### config.mk
export PLATFORM = sky130hd
export DESIGN_NAME = bus_access_ctrl
export DESIGN_NICKNAME = d
export VERILOG_FILES = /design/src/rtl/bac_pkg.sv /design/src/rtl/bac_sync.sv /design/src/rtl/bac_prescaler.sv /design/src/rtl/bac_idle_count.sv /design/src/rtl/bus_access_ctrl.sv
export SDC_FILE = /design/constraint.sdc
export NUM_CORES = 1
export LEC_CHECK = 0
export ABC_AREA = 0
export BUFFER_PORTS_ARGS = -buffer_cell sky130_fd_sc_hd__buf_4
export CORE_MARGIN = 2
export CORE_UTILIZATION = 58
export DETAILED_ROUTE_END_ITERATION = 12
export GPL_ROUTABILITY_DRIVEN = 0
export GPL_TIMING_DRIVEN = 1
export HOLD_SLACK_MARGIN = 0.15
export PLACE_DENSITY = 0.77
export SETUP_SLACK_MARGIN = 0.05
export SYNTH_ARGS = -nofsm -noshare
export SYNTH_HDL_FRONTEND = slang
export SYNTH_HIERARCHICAL = 1
export SYNTH_SLANG_ARGS = --single-unit
### constraint.sdc
create_clock -name clk -period 2.5 [get_ports clk]
set_input_delay 0.25 -clock clk [delete_from_list [all_inputs] [get_ports clk]]
set_output_delay 0.25 -clock clk [all_outputs]
set_load 0.05 [all_outputs]
### src/rtl/bac_pkg.sv
package bac_pkg;

  typedef enum logic [1:0] {
    ST_IDLE = 2'd0,
    ST_WAIT = 2'd1,
    ST_BUSY = 2'd2
  } bac_state_e;

  localparam int unsigned LOWEST_LEVEL = 8;

  // Map a 3-bit priority code onto a level 1..8 (0 stands for 8).
  function automatic int unsigned prio_level(input logic [2:0] code);
    int unsigned lvl;
    lvl = int'(unsigned'(code));
    if (lvl == 0) lvl = LOWEST_LEVEL;
    return lvl;
  endfunction

  // Quiet-line bit times required before sending.
  function automatic int unsigned window_bits(input int unsigned base,
                                              input logic [2:0] code);
    return base + 2 * prio_level(code);
  endfunction

  // Clocks per bit time, never below one.
  function automatic int unsigned clocks_per_bit(input int unsigned clk_hz,
                                                 input int unsigned rate);
    int unsigned d;
    d = clk_hz / rate;
    if (d == 0) d = 1;
    return d;
  endfunction

endpackage

### src/rtl/bac_sync.sv
module bac_sync #(
  parameter int unsigned STAGES  = 2,
  parameter logic        RST_VAL = 1'b1
) (
  input  logic clk,
  input  logic rst_n,
  input  logic din,
  output logic dout
);
  logic [STAGES-1:0] chain;

  generate
    for (genvar i = 0; i < STAGES; i++) begin : g_stage
      if (i == 0) begin : g_first
        always_ff @(posedge clk or negedge rst_n) begin
          if (!rst_n) chain[0] <= RST_VAL;
          else        chain[0] <= din;
        end
      end else begin : g_rest
        always_ff @(posedge clk or negedge rst_n) begin
          if (!rst_n) chain[i] <= RST_VAL;
          else        chain[i] <= chain[i-1];
        end
      end
    end
  endgenerate

  assign dout = chain[STAGES-1];
endmodule

### src/rtl/bac_prescaler.sv
module bac_prescaler #(
  parameter int unsigned DIV = 8
) (
  input  logic clk,
  input  logic rst_n,
  input  logic run,
  output logic bit_tick
);
  localparam int unsigned PW = (DIV > 1) ? $clog2(DIV) : 1;

  generate
    if (DIV > 1) begin : g_div
      localparam logic [PW-1:0] LAST = PW'(DIV - 1);
      logic [PW-1:0] phase;

      always_ff @(posedge clk or negedge rst_n) begin
        if (!rst_n)              phase <= '0;
        else if (!run)           phase <= '0;
        else if (phase == LAST)  phase <= '0;
        else                     phase <= phase + 1'b1;
      end

      assign bit_tick = run && (phase == LAST);

      // ticks are DIV clocks apart, never back to back
      assert_tick_spacing_R2: assert property (@(posedge clk) disable iff (!rst_n)
        bit_tick |=> !bit_tick);
      // a stopped prescaler restarts a full bit time
      assert_tick_after_stop_R2: assert property (@(posedge clk) disable iff (!rst_n)
        !run |=> !bit_tick);
    end else begin : g_pass
      assign bit_tick = run;
    end
  endgenerate
endmodule

### src/rtl/bac_idle_count.sv
module bac_idle_count #(
  parameter int unsigned CW = 5
) (
  input  logic          clk,
  input  logic          rst_n,
  input  logic          clear,
  input  logic          bit_tick,
  input  logic [CW-1:0] goal,
  output logic [CW-1:0] quiet_bits,
  output logic          window_met
);
  always_ff @(posedge clk or negedge rst_n) begin
    if (!rst_n)                       quiet_bits <= '0;
    else if (clear)                   quiet_bits <= '0;
    else if (bit_tick && !window_met) quiet_bits <= quiet_bits + 1'b1;
  end

  assign window_met = (quiet_bits == goal);

  // the count saturates at the window length and never overshoots it
  assert_count_bound_R2: assert property (@(posedge clk) disable iff (!rst_n)
    (!clear && quiet_bits <= goal && $stable(goal)) |=> (quiet_bits <= goal));
endmodule

### src/rtl/bus_access_ctrl.sv
module bus_access_ctrl
  import bac_pkg::*;
#(
  parameter int unsigned CLK_HZ    = 50_000_000,
  parameter int unsigned BIT_RATE  = 9600,
  parameter int unsigned BASE_BITS = 10,
  parameter int unsigned SYNC_FF   = 2
) (
  input  logic       clk,
  input  logic       rst_n,
  input  logic       bus_rx,
  input  logic       req,
  input  logic [2:0] req_prio,
  input  logic       abort,
  input  logic       done,
  output logic       grant,
  output logic       busy
);
  localparam int unsigned DIV      = clocks_per_bit(CLK_HZ, BIT_RATE);
  localparam int unsigned MAX_BITS = BASE_BITS + 2 * LOWEST_LEVEL;
  localparam int unsigned MIN_BITS = BASE_BITS + 2;
  localparam int unsigned CW       = $clog2(MAX_BITS + 1);

  bac_state_e    state, state_nx;
  logic          line_hi;
  logic          waiting;
  logic          counting;
  logic          bit_tick;
  logic          window_met;
  logic          accept_req;
  logic          give_grant;
  logic [CW-1:0] goal;
  logic [CW-1:0] quiet_bits;
  logic          grant_q;

  // line synchronizer
  bac_sync #(.STAGES(SYNC_FF), .RST_VAL(1'b1)) u_sync (
    .clk   (clk),
    .rst_n (rst_n),
    .din   (bus_rx),
    .dout  (line_hi)
  );

  assign waiting  = (state == ST_WAIT);
  assign counting = waiting && line_hi;

  // bit-time ticks only while the line is quiet in the wait
  bac_prescaler #(.DIV(DIV)) u_presc (
    .clk      (clk),
    .rst_n    (rst_n),
    .run      (counting),
    .bit_tick (bit_tick)
  );

  // any low sample or leaving the wait clears the count
  bac_idle_count #(.CW(CW)) u_count (
    .clk        (clk),
    .rst_n      (rst_n),
    .clear      (!counting),
    .bit_tick   (bit_tick),
    .goal       (goal),
    .quiet_bits (quiet_bits),
    .window_met (window_met)
  );

  assign accept_req = (state == ST_IDLE) && req && !abort;
  assign give_grant = waiting && req && !abort && window_met;

  // window length captured at acceptance
  always_ff @(posedge clk or negedge rst_n) begin
    if (!rst_n)          goal <= CW'(MAX_BITS);
    else if (accept_req) goal <= CW'(window_bits(BASE_BITS, req_prio));
  end

  always_comb begin
    state_nx = state;
    unique case (state)
      ST_IDLE: if (accept_req) state_nx = ST_WAIT;
      ST_WAIT: begin
        if (abort || !req)  state_nx = ST_IDLE;
        else if (window_met) state_nx = ST_BUSY;
      end
      ST_BUSY: if (abort || done) state_nx = ST_IDLE;
      default: state_nx = ST_IDLE;
    endcase
  end

  always_ff @(posedge clk or negedge rst_n) begin
    if (!rst_n) begin
      state   <= ST_IDLE;
      grant_q <= 1'b0;
    end else begin
      state   <= state_nx;
      grant_q <= give_grant;
    end
  end

  assign grant = grant_q;
  assign busy  = (state == ST_BUSY);

  // single-cycle grant
  assert_grant_pulse_R6: assert property (@(posedge clk) disable iff (!rst_n)
    grant |=> !grant);
  // grant coincides with ownership
  assert_grant_busy_R6: assert property (@(posedge clk) disable iff (!rst_n)
    grant |-> busy);
  // ownership holds until released
  assert_busy_hold_R6: assert property (@(posedge clk) disable iff (!rst_n)
    (busy && !done && !abort) |=> busy);
  // a low line in the wait leaves no quiet bits counted
  assert_low_restart_R5: assert property (@(posedge clk) disable iff (!rst_n)
    (waiting && !line_hi) |=> (quiet_bits == '0));
  // captured window within the legal range
  assert_window_range_R3: assert property (@(posedge clk) disable iff (!rst_n)
    waiting |-> (goal >= CW'(MIN_BITS) && goal <= CW'(MAX_BITS)));
  // window fixed for the whole wait
  assert_window_stable_R4: assert property (@(posedge clk) disable iff (!rst_n)
    (waiting && $past(waiting)) |-> $stable(goal));
  // dropped request yields no grant
  assert_drop_no_grant_R7: assert property (@(posedge clk) disable iff (!rst_n)
    (waiting && !req) |=> (!grant && !busy));
  // abort ends any wait or ownership
  assert_abort_idle_R8: assert property (@(posedge clk) disable iff (!rst_n)
    abort |=> (!grant && !busy));
endmodule

==> results.py, run 1 <==
metrics = {
    "route": {
        "wirelength_mm": 2.48,
        "drt_iter0_markers": 15,
        "via_per_inst": 5.71,
        "post-route-drc-count": 0,
        "dr_total_vias": 1074,
        "drtPass1Iterations": 4,
        "antenna_left": 0,
        "wire_per_inst_um": 13.2,
    },
    "setup_path": {
        "critPathRequiredTime_ns": 2.71,
        "slowest_delay_ns": 0.54,
        "crit_chain": "or4b_4 > nor4_1 > buf_4 > nand4_1 > a21oi_1 > mux2_1",
        "critPathKind": "register to register",
        "critPathMaxFanout": 6,
        "crit_path_end_kind": "register",
        "cp_data_arrival_time_ns": 2.30,
        "critPathSlowestCell": "or4b_4",
        "critPathLaunchType": "register",
    },
    "hold_path": {
        "hold_class": "primary input to register",
    },
    "clocking": {
        "ctsHtreeMaxLevel": 1,
        "cts_sinks": 27,
        "postCtsSetupRepairBufs": 0,
        "clock_path_buffers": 2,
        "cts_buffers": 3,
        "clk_pin_slew_ns": 0.13,
        "insertion_delay_ns": 0.31,
        "cts_root_buffer": "clkbuf_4",
        "cts_tree": "built",
    },
    "yosys": {
        "ys_async_sr_fraction": 1.00,
        "synth_flop_cell": "dfrtp_1",
        "synth_seq_cells": 27,
        "synth_cell_types": 40,
        "synth_edf_count": 0,
        "syn_nets": 156,
        "syn_inst": 144,
        "synth-warning-count": 6,
        "ys_seq_area_frac": 0.473,
        "synthesis.area_um2": 1440,
        "syn_area_per_cell_um2": 10.0,
    },
    "global_route": {
        "grt_max_degree": 28,
        "gr-usage-all-layers": 0.206,
        "grt_pass1_vias": 1075,
        "grt_first_pass_wirelength_mm": 4.33,
        "overflow": 0,
        "antenna_found_initial": 0,
    },
    "finish": {
        "final_layout_size_suffix_gt1_frac": 0.171,
        "diodes": 0,
        "fin_nets": 171,
        "fin_cells": 188,
        "syn2layout_area_growth_pct": 11.3,
    },
    "sta": {
        "hold_viol_final": 0,
        "tns_ns": 0,
        "rsz0062_at_grt": "false",
        "fin_skew_ns": 0.00388,
        "fin_crit_ns": 2.09,
        "fin_crit_sh": 0.837,
        "finalSetupViolCount": 0,
        "slew_violations": 0,
        "max_freq_ghz": 0.478,
    },
    "floorplan": {
        "start_util": 0.599,
        "die-width_um": 53.9,
        "coreArea_um2": 2410,
        "dieArea_um2": 2900,
        "fp-row-count": 18,
        "die_h_um": 53.9,
        "io_pins": 11,
    },
    "placed_design": {
        "dp.cells": 180,
        "port_buffers": 10,
        "hpwl_mm": 1.89,
    },
    "power": {
        "p_leak_nw": 0.671,
        "p_per_area_nw_per_um2": 462,
        "ir_drop_v": 0.000427,
    },
    "outcome": {
        "status": "complete, no violations",
    },
    "run": {
        "cap_viol_max_count": 0,
    },
}
-- metrics by stage --
stage | hold slack [ns] | instance area (um^2) | setup slack (ns) | power, mW | utilization
floorplan | -0.0456 | 1440 | 0.277 | 0.536 | -
global placement | 0.177 | 1540 | 0.462 | 0.562 | 0.639
detailed placement | 0.178 | 1540 | 0.438 | 0.566 | 0.639
CTS | 0.181 | 1610 | 0.413 | 0.751 | 0.666
global route | 0.193 | 1610 | 0.319 | 0.777 | 0.666
finish | 0.191 | 1610 | 0.408 | 0.742 | 0.666
-- where the power goes --
| part | internal (mW) | leakage, nW | switching (mW) |
|---|---|---|---|
| clock network | 0.0623 | 0.0150 | 0.118 |
| logic | 0.0413 | 0.300 | 0.0461 |
| registers | 0.461 | 0.356 | 0.0134 |
-- flip-flops by register name, summed over array words and instances (netlist names) --
| signal | cells |
|---|---|
| goal | 4 |
| u_sync/dout | 1 |
| u_presc/g_div.phase | 13 |
| u_sync/chain | 1 |
| grant | 1 |
| state | 2 |
| u_count/quiet_bits | 5 |
-- cells in the final DEF, fill, tap and decap left out, drive strengths merged, types with 2 or more instances in the layout --
cell         instances
nand2               11
or3                  5
nor2                10
nand4                5
buf                 13
dlygate4sd3          4
mux2                 6
nand3                6
dfstp                5
nand2b               2
nor2b                4
nor4                 3
inv                  6
or4                  3
dfrtp               22
ha                   3
or4b                 2
a21oi               12
xnor2                3
o21ai                8
xor2                 7
o31ai                4
clkbuf               4
-- synth_stat cells, types with 2 or more instances --
cell type   n  area [um^2]
o21ai_0     5         25.0
nand3_1     6         30.0
or3_1       5         31.3
o21ai_1     3         15.0
nand2_1    11         41.3
nor4_1      2         12.5
inv_1       6         22.5
ha_1        3         37.5
or4b_4      2         27.5
nor2b_1     4         25.0
mux2_1      4         45.0
nand2b_1    2         12.5
a21oi_1    12         60.1
xnor2_1     3         26.3
o31ai_1     3         22.5
clkbuf_1    3         11.3
or4_1       3         22.5
nor2_1     10         37.5
nand4_1     5         31.3
dfrtp_1    22          551
dfstp_2     5          131
xor2_1      7         61.3
-- final cells by class --
type	instances	area, um^2
inverter	6	22.5
fill	198	805
tap	30	37.5
multi-input combinational	104	699
clock buffer	4	26.3
sequential	27	682
timing repair buffer	17	138
-- critical path: cells and delay by family, from the launching register on --
family	cells	cell delay [ns]
multiplexers	1	0.33
flip-flops	1	0.45
AND/OR/NAND/NOR	3	0.88
buffers and inverters	1	0.18
AO/OA/AOI/OAI	1	0.15
-- per-layer routing --
layer  vias up  track usage  part of all wire
met4         0       0.0812            0.0060
li1        538            -                 -
met5         -            0                 0
met1       527        0.244              0.46
met2         7        0.372              0.52
met3         2       0.0278             0.016
-- worst paths after layout --
check | from | to | slack, ns | depth (start not counted)
min | done | state[1] | 0.19 | 3
min reg2reg | u_sync/chain[0] | u_sync/dout | 0.37 | 0
max | u_presc/g_div.phase[9] | u_count/quiet_bits[4] | 0.41 | 6
max in group asynchronous | rst_n | u_sync/dout | 1.84 | 2
min in group asynchronous | rst_n | goal[2] | 0.36 | 2
max reg2reg | u_presc/g_div.phase[9] | u_count/quiet_bits[4] | 0.41 | 6
-- timing repair --
action / CTS / global route
gates resized for setup: 0 / 0
hold buffers: 4 / 0
endpoints found under the hold margin: 32 / 0
-- logic make-up (layout without fill, tap and decap cells) --
logic type,Yosys count,after routing,synth area share
multiplexers,7,7,0.0564
buffers and inverters,13,27,0.0425
XOR/XNOR,10,10,0.0607
adder cells (fa/ha/maj),3,3,0.0260
AND/OR/NAND/NOR,58,58,0.241
flip-flops,27,27,0.473
AO/OA/AOI/OAI,25,25,0.0980
other,1,1,0.00260
Power figures use the tool's default switching activity.
==> run 2: changes to the inputs <==
CORE_UTILIZATION = 53   (was 58)
PLACE_DENSITY = 0.74   (was 0.77)
clock period = 1.8 ns   (was 2.5 ns; I/O delays follow)
==> results.py, run 2 (same netlist as run 1, synthesis figures left out) <==
metrics = {
    "clocking": {
        "cts_sinks": 27,
        "insertion_delay_ns": 0.33,
        "clk_pin_slew_ns": 0.15,
        "cts_buffers": 3,
        "cts_root_buffer": "clkbuf_4",
        "cts_tree": "built",
        "clock_path_buffers": 2,
        "ctsHtreeMaxLevel": 1,
    },
    "setup_path": {
        "cp_data_arrival_time_ns": 2.26,
        "critPathMaxFanout": 5,
        "rr_worst_depth": 5,
        "slowest_delay_ns": 0.56,
        "cp_top_family": "simple AND/OR/NAND/NOR gates",
        "critPathLaunchType": "register",
        "critPathBufInv": 0,
        "critPathKind": "register to register",
        "critPathSlowestCell": "or4b_4",
        "crit_chain": "or4b_4 > nor4_4 > nand4_1 > a21oi_2 > mux2_4",
        "r2r-end": "u_count/quiet_bits[4]",
        "critPathRequiredTime_ns": 2.02,
        "crit_path_end_kind": "register",
        "r2r-start": "u_presc/g_div.phase[7]",
        "rrSetupSlack_ns": -0.23,
    },
    "sta": {
        "fin_crit_sh": 1.13,
        "rsz0062_at_grt": "true",
        "slew_violations": 0,
        "worst_slack_ns": -0.233,
        "hold_viol_final": 0,
        "fin_crit_ns": 2.03,
        "finalSetupViolCount": 5,
        "max_freq_ghz": 0.492,
        "fin_skew_ns": 0.0110,
    },
    "global_route": {
        "antenna_found_initial": 0,
        "gr-usage-all-layers": 0.203,
        "overflow": 0,
        "grt_pass1_vias": 1158,
        "grt_max_degree": 28,
        "grt_first_pass_wirelength_mm": 5.08,
    },
    "route": {
        "drtPass1Iterations": 4,
        "drt_iter0_markers": 56,
        "dr_total_vias": 1228,
        "wirelength_mm": 3.13,
        "via_per_inst": 5.66,
        "wire_per_inst_um": 14.4,
        "antenna_left": 0,
        "post-route-drc-count": 0,
    },
    "finish": {
        "final_common_cell": "buf_4",
        "diodes": 0,
        "final_cell_area_um2": 1900,
        "syn2layout_area_growth_pct": 31.4,
        "fin_cells": 217,
        "register_area_um2": 683,
        "fin_nets": 200,
        "largest_register_ffs": 13,
        "mostFrequentLayoutCells": "buf_4 (39), dfrtp_1 (21), nand2_1 (10), nor2_1 (10), a21oi_1 (8)",
        "n_fill_cell": 179,
        "final_layout_size_suffix_gt1_frac": 0.353,
        "multi_input_area_um2": 763,
        "largest_register": "u_presc/g_div.phase",
        "top_regs": "u_presc/g_div.phase: 13 flops, u_count/quiet_bits: 5 flops, goal: 4 flops",
    },
    "floorplan": {
        "dieArea_um2": 3160,
        "fp-row-count": 18,
        "coreArea_um2": 2520,
        "die_h_um": 56.2,
        "die-width_um": 56.2,
        "io_pins": 11,
        "start_util": 0.572,
    },
    "outcome": {
        "status": "finished, violations left",
        "failed_checks": "setup timing",
    },
    "hold_path": {
        "min-delay-start": "req_prio[1]",
        "whs_path_depth": 4,
        "holdPathEnd": "goal[4]",
        "hold_class": "primary input to register",
    },
    "power": {
        "p_per_area_nw_per_um2": 572,
        "ir_drop_v": 0.000520,
        "p_leak_nw": 0.846,
    },
    "placed_design": {
        "placed_area_um2": 1690,
        "dp.cells": 197,
        "hpwl_mm": 2.05,
        "port_buffers": 10,
        "dp_slack_ns": -0.232,
    },
    "run": {
        "cap_viol_max_count": 0,
    },
}
==> run 2: cell types whose count changed in the layout (fill, tap and decap cells not counted), moves of 3 or more <==
cell           delta
mux2_4            +3
mux2_1            -3
buf_4            +26
a21oi_2           +4
a21oi_1           -4
dlygate4sd3_1     +3
==> run 2: metrics by stage <==
step                      hold WS, ns  setup TNS, ns   util  power, mW
after detailed placement        0.113         -0.774  0.668      0.804
after floorplan                -0.116         -0.524      -      0.746
after global placement          0.108         -0.560  0.668      0.798
after CTS                       0.163         -0.826  0.723       1.08
after global routing            0.183          -1.33  0.751       1.13
final                           0.161         -0.979  0.751       1.08
==> run 2: how the worst max path moves through the flow <==
| stage | start | end | slack, ns | depth (start not counted) |
|---|---|---|---|---|
| 2_1_floorplan | u_presc/g_div.phase[7] | u_count/quiet_bits[3] | -0.16 | 5 |
| 3_3_place_gp | u_presc/g_div.phase[7] | u_count/quiet_bits[4] | -0.16 | 5 |
| 3_5_place_dp | u_presc/g_div.phase[7] | u_count/quiet_bits[4] | -0.23 | 5 |
| 4_1_cts | u_presc/g_div.phase[7] | u_count/quiet_bits[4] | -0.23 | 5 |
| 5_1_grt | u_presc/g_div.phase[7] | u_count/quiet_bits[4] | -0.30 | 5 |
| 6_report | u_presc/g_div.phase[7] | u_count/quiet_bits[4] | -0.23 | 5 |
==> run 2: timing repair <==
| item | CTS | global route |
|---|---|---|
| hold buffers | 7 | 0 |
| gates cloned | 0 | 0 |
| pin swaps | 0 | 4 |
| setup buffers | 3 | 6 |
| setup endpoints to repair | 5 | 14 |
| resized for setup | 6 | 7 |
| endpoints found under the hold margin | 34 | 0 |
==> run 2: routing by layer <==
layer | GRT usage | up-vias | wire (um)
met4 | 0.0748 | 0 | 40
li1 | - | 596 | -
met2 | 0.353 | 32 | 1610
met1 | 0.249 | 595 | 1350
met5 | 0 | - | 0
met3 | 0.0372 | 5 | 123
==> run 2: tightest hold or removal path, cell delays in order <==
cell and delay (ns):
buf_4 0.09, xnor2_1 0.06, nor2_1 0.09, o21ai_1 0.07
==> run 2: final cells by class <==
class                           instances  share of cell area
Multi-Input combinational cell        104               0.403
Clock buffer                            4              0.0139
Sequential cell                        27               0.360
Timing Repair Buffer                   46               0.191
Inverter                                6              0.0119
Tap cell                               30              0.0198
==> run 2: power by group <==
group | internal, mW | switching, mW
Clock | 0.0868 | 0.180
Combinational | 0.0804 | 0.0785
Sequential | 0.640 | 0.0183
